$ cat src/rtl/dlm_pkg.sv
package dlm_pkg;
  typedef enum logic {
    FMT_OFFSET = 1'b0,
    FMT_TWOS   = 1'b1
  } code_fmt_e;

  // Edges with the pipeline advancing needed before the bus holds fresh data.
  function automatic int fill_edges(input int latency);
    return latency + 1;
  endfunction
endpackage

$ cat src/rtl/dlm_lane_pipe.sv
module dlm_lane_pipe #(
  parameter int W     = 10,
  parameter int DEPTH = 5
) (
  input  logic         clk,
  input  logic         rst_n,
  input  logic         hold,
  input  logic [W-1:0] din,
  output logic [W-1:0] tap
);
  logic [W-1:0] stage [DEPTH];

  generate
    for (genvar s = 0; s < DEPTH; s++) begin : g_stage
      always_ff @(posedge clk or negedge rst_n) begin
        if (!rst_n) begin
          stage[s] <= '0;
        end else if (!hold) begin
          if (s == 0) stage[s] <= din;
          else        stage[s] <= stage[(s == 0) ? 0 : s-1];
        end
      end
    end
  endgenerate

  assign tap = stage[DEPTH-1];
endmodule

$ cat src/rtl/dlm_fill_tracker.sv
module dlm_fill_tracker #(
  parameter int LATENCY = 5
) (
  input  logic clk,
  input  logic rst_n,
  input  logic hold,
  output logic full
);
  import dlm_pkg::*;
  localparam int TARGET = fill_edges(LATENCY);
  localparam int CW     = $clog2(TARGET + 1);

  logic [CW-1:0] cnt;

  always_ff @(posedge clk or negedge rst_n) begin
    if (!rst_n)                          cnt <= '0;
    else if (hold)                       cnt <= '0;
    else if (cnt != CW'(TARGET))         cnt <= cnt + 1'b1;
  end

  assign full = (cnt == CW'(TARGET));

  // A power-down edge always empties the fill count.
  assert_no_fill_after_pd_R7: assert property (@(posedge clk) disable iff (!rst_n)
    hold |=> !full);
endmodule

$ cat src/rtl/dual_lane_bus_mux.sv
module dual_lane_bus_mux #(
  parameter int DATA_W  = 10,
  parameter int LATENCY = 5
) (
  input  logic              clk,
  input  logic              rst_n,
  input  logic [DATA_W-1:0] samp_a,
  input  logic [DATA_W-1:0] samp_b,
  input  logic              fmt_twos,
  input  logic              oe_n,
  input  logic              pwr_dn,
  output logic [DATA_W-1:0] bus_q,
  output logic              bus_valid,
  output logic              lane_flag
);
  import dlm_pkg::*;
  localparam int LANES = 2;

  // Re-code an offset-binary word into the selected bus format.
  function automatic logic [DATA_W-1:0] recode(input logic [DATA_W-1:0] w,
                                               input code_fmt_e f);
    logic [DATA_W-1:0] r;
    r = w;
    if (f == FMT_TWOS) r[DATA_W-1] = ~w[DATA_W-1];
    return r;
  endfunction

  logic [DATA_W-1:0] lane_in  [LANES];
  logic [DATA_W-1:0] lane_tap [LANES];

  assign lane_in[0] = samp_a;
  assign lane_in[1] = samp_b;

  generate
    for (genvar g = 0; g < LANES; g++) begin : g_lane
      dlm_lane_pipe #(.W(DATA_W), .DEPTH(LATENCY)) lane_i (
        .clk  (clk),
        .rst_n(rst_n),
        .hold (pwr_dn),
        .din  (lane_in[g]),
        .tap  (lane_tap[g])
      );
    end
  endgenerate

  logic fill_full;
  dlm_fill_tracker #(.LATENCY(LATENCY)) fill_i (
    .clk  (clk),
    .rst_n(rst_n),
    .hold (pwr_dn),
    .full (fill_full)
  );

  // Half-cycle output registers: A on the rising edge, B staged then moved on the falling edge.
  logic [DATA_W-1:0] hi_word, lo_stage, lo_word;
  logic              pd_q, frz_ok;
  logic [DATA_W-1:0] frz_word;
  logic              pd_entry;

  assign pd_entry = pwr_dn && !pd_q;

  always_ff @(posedge clk or negedge rst_n) begin
    if (!rst_n) begin
      hi_word  <= '0;
      lo_stage <= '0;
      pd_q     <= 1'b0;
      frz_word <= '0;
      frz_ok   <= 1'b0;
    end else begin
      pd_q <= pwr_dn;
      if (!pwr_dn) begin
        hi_word  <= lane_tap[0];
        lo_stage <= lane_tap[1];
      end
      if (pd_entry) begin
        frz_word <= lo_word;
        frz_ok   <= fill_full;
      end
    end
  end

  always_ff @(negedge clk or negedge rst_n) begin
    if (!rst_n)     lo_word <= '0;
    else if (!pd_q) lo_word <= lo_stage;
  end

  logic              word_ok;
  logic [DATA_W-1:0] raw_word;

  always_comb begin
    word_ok   = pd_q ? frz_ok : fill_full;
    bus_valid = !oe_n && word_ok;
    if (pd_q)     raw_word = frz_word;
    else if (clk) raw_word = hi_word;
    else          raw_word = lo_word;
    bus_q     = bus_valid ? recode(raw_word, code_fmt_e'(fmt_twos)) : '0;
    lane_flag = bus_valid && !pd_q && clk;
  end

  assert_idle_bus_quiet_R5: assert property (@(posedge clk) disable iff (!rst_n)
    !bus_valid |-> (bus_q == '0) && !lane_flag);

  assert_oe_releases_R5: assert property (@(posedge clk) disable iff (!rst_n)
    oe_n |-> !bus_valid);

  assert_hold_word_stable_R6: assert property (@(posedge clk) disable iff (!rst_n)
    (pd_q && $past(pd_q)) |-> $stable(frz_word));

  assert_pd_flag_low_R6: assert property (@(posedge clk) disable iff (!rst_n)
    pd_q |-> !lane_flag);

  assert_fill_blocks_valid_R7: assert property (@(posedge clk) disable iff (!rst_n)
    (!pd_q && !fill_full) |-> !bus_valid);
endmodule

$ cat config.mk
export PLATFORM = sky130hd
export DESIGN_NAME = dual_lane_bus_mux
export DESIGN_NICKNAME = d
export VERILOG_FILES = /design/src/rtl/dlm_pkg.sv /design/src/rtl/dlm_lane_pipe.sv /design/src/rtl/dlm_fill_tracker.sv /design/src/rtl/dual_lane_bus_mux.sv
export SDC_FILE = /design/constraint.sdc
export NUM_CORES = 1
export LEC_CHECK = 0
export CORE_MARGIN = 2
export CORE_UTILIZATION = 26
export DETAILED_ROUTE_END_ITERATION = 6
export GPL_ROUTABILITY_DRIVEN = 0
export PLACE_DENSITY_LB_ADDON = 0.15
export SYNTH_ARGS = -nofsm -noshare
export SYNTH_HDL_FRONTEND = slang
export SYNTH_SLANG_ARGS = --single-unit
$ cat constraint.sdc
create_clock -name clk -period 2.65 [get_ports clk]
set_input_delay 0.795 -clock clk [delete_from_list [all_inputs] [get_ports clk]]
set_output_delay 0.795 -clock clk [all_outputs]
set_load 0.03 [all_outputs]
==> results.toml <==
[setup_path]
critPathTopFamily = "flip-flops"
arrival_ps = 3120
startpoint_type = "register"
end_kind = "primary output"
crit_path_cell_trace = "mux2i_4 > clkbuf_16 > a211o_1 > a21oi_4 > buf_6"
critPathMaxFanout = 2
path_buf_inv = 2
critPathMaxStageDelay_ps = 450
cpMaxStageDelayCell = "dfrtn_1"
worstPathRequired_ps = 1860
worstSetupPathType = "register to primary output"

[power_and_ir_drop]
leakage_nw = 3.66
irDropWorstVdd_mv = 0.440
power_density_mw_per_mm2 = 1010

[cells_and_area]
syn_to_final_growth_pct = 33.5
postLayoutCoreUtil_pct = 35.6
num_antenna_cells = 0
final_cell_mix = "dfrtp_1 (134), mux2_4 (84), mux2_2 (65), buf_4 (30), clkbuf_16 (25)"
drive_gt1_share_pct = 57.5
fin_cells = 749
layout_commonest_cell = "dfrtp_1"
fin_nets = 475

[floorplanning]
initial_core_util_pct = 26.6
dieArea_mm2 = 0.0245
die_h_um = 157
core_area_mm2 = 0.0227
row_count = 55
num_io_pins = 37
die_width_um = 157

[drt]
vias = 3192
ant_nets = 0
drc = 0
route.layer.met1.wl_mm = 5.10
wl_met3_um = 591
wl_per_cell_um = 14.3
maxUsedRoutingLayer = "met4"
wl_met2_mm = 4.52
dr.first_iter.drc_count = 148
wl_mm = 10.7
vias_per_cell = 4.26
drt_first_pass_iters = 3

[logic_synthesis]
syn_inst = 367
synth-seq-area-share_pct = 60.0
synth_seq_cells = 145
synth_flop_cell = "dfrtp_1"
synth.avg_cell_area_um2 = 16.5
ys.warnings.count = 0
synth_nets = 394
async_reset_ff_share_pct = 100
synth_cell_types = 27
syn-cell-area_mm2 = 0.00605
synth_edf_count = 0

[cts]
insertion_delay_ps = 530
tritoncts = "yes"
cts_hold_buf = 0
clk_pin_slew_ps = 50

[sta]
worst_pin_slew_ps = 885
finClkSkew_ps = 5.32
relSlewSlack_pct = 41.0
timing.final.ws_setup_ps = -1260
finalSetupTns_ps = -9540
setup_viol = 12
rsz0062_at_grt = "true"
drv_slew = 0
hold_viol = 0

[place]
port_buffers = 36
pre_cts_ws_ps = -991
hpwl_mm = 6.55
post-place-cells = 697

[worst_hold_path]
hp-class = "input port to asynchronous set/reset pin"

[grt]
gr-usage-all-layers_pct = 10.1
grt_pass1_wl_mm = 18.5
antenna_found_initial = 0
grt_max_degree = 71
first_global_vias = 3709
grt_remaining_overflow = 0

[status]
violations = "negative setup slack"
outcome = "finished, violations left"

[flow_run]
maxCapViolCount = 0
-- power by group --
part / switching (mW) / internal, mW
clock: 1.32 / 2.68
sequential: 0.321 / 2.76
combinational: 0.301 / 0.733
-- per-layer routing --
metal	track usage, %	vias to the layer above
met5	0	-
met4	9.74	0
met3	5.04	38
met2	12.5	80
met1	12.3	1603
li1	-	1471
-- worst reg2reg max path, delay by kind of cell (launching register included) --
| family | cells | cell delay [ps] |
|---|---|---|
| DFF | 1 | 480 |
| muxes | 1 | 360 |
| buffers and inverters | 1 | 220 |
-- final timing paths --
path	start	end	slack [ps]	depth (start not counted)
worst max-delay path	lo_word[9]$_DFFE_NN0N_	bus_q[9]	-1260	5
worst min-delay path	rst_n	g_lane[0].lane_i.stage[31]$_DFFE_PN0N_	130	1
worst max register to register	pd_q$_DFF_PN0_	lo_word[1]$_DFFE_NN0N_	100	2
worst min register to register	frz_ok$_DFFE_PN0P_	frz_ok$_DFFE_PN0P_	490	2
max in group asynchronous	rst_n	lo_word[5]$_DFFE_NN0N_	1040	1
min in group clk	frz_ok$_DFFE_PN0P_	frz_ok$_DFFE_PN0P_	490	2
-- through the flow --
stage	cell area, um2	power (mW)	hold slack (ps)
floorplan	6220	4.24	450
global placement	7020	4.48	468
detailed placement	7020	4.53	482
CTS	8040	8.30	122
global route	8080	8.58	127
finish	8080	8.13	132
-- what timing repair did --
action / in CTS / in global routing
resized for setup: 88 / 15
endpoints found under the setup margin: 33 / 26
cloned: 1 / 0
pin swaps: 4 / 5
setup buffers: 6 / 5
-- synth_stat cells, types with 2 or more instances --
library cell,instances,share of area [%]
dfrtn_1,10,4.1
buf_2,6,0.50
dfrtp_1,135,56
nand2_1,21,1.3
mux2_4,75,19
inv_1,2,0.12
nor2_1,4,0.25
ha_1,2,0.41
buf_6,12,2.2
mux2_2,74,14
a21oi_1,10,0.83
-- state kept, by name, summed over array words and instances (netlist names) --
name	count
pd_q	1
lo_word	10
frz_word	10
hi_word	10
lo_stage	10
g_lane.lane_i.stage	80
frz_ok	1
fill_i.cnt	3
g_lane.lane_i.tap	20
-- area by class of cell --
| cell class | count | area [um2] |
|---|---|---|
| Fill cell | 2176 | 14600 |
| Sequential cell | 145 | 3630 |
| Multi-Input combinational cell | 199 | 2460 |
| Clock buffer | 47 | 848 |
| Timing Repair Buffer | 59 | 574 |
| Tap cell | 285 | 357 |
| Clock inverter | 11 | 189 |
| Inverter | 3 | 16.3 |
-- cells by family after synthesis --
kind of cell               count (synthesis)  share of synthesized area (%)
and+or+nand+nor                           31                           2.34
muxes                                    150                           32.6
buffers and inverters                     23                           3.10
DFF                                      145                           60.0
xor gates and xnor gates                   1                          0.145
AOI/OAI and AO/OA                         15                           1.45
adders and majority gates                  2                          0.414
Power figures use the tool's default switching activity.
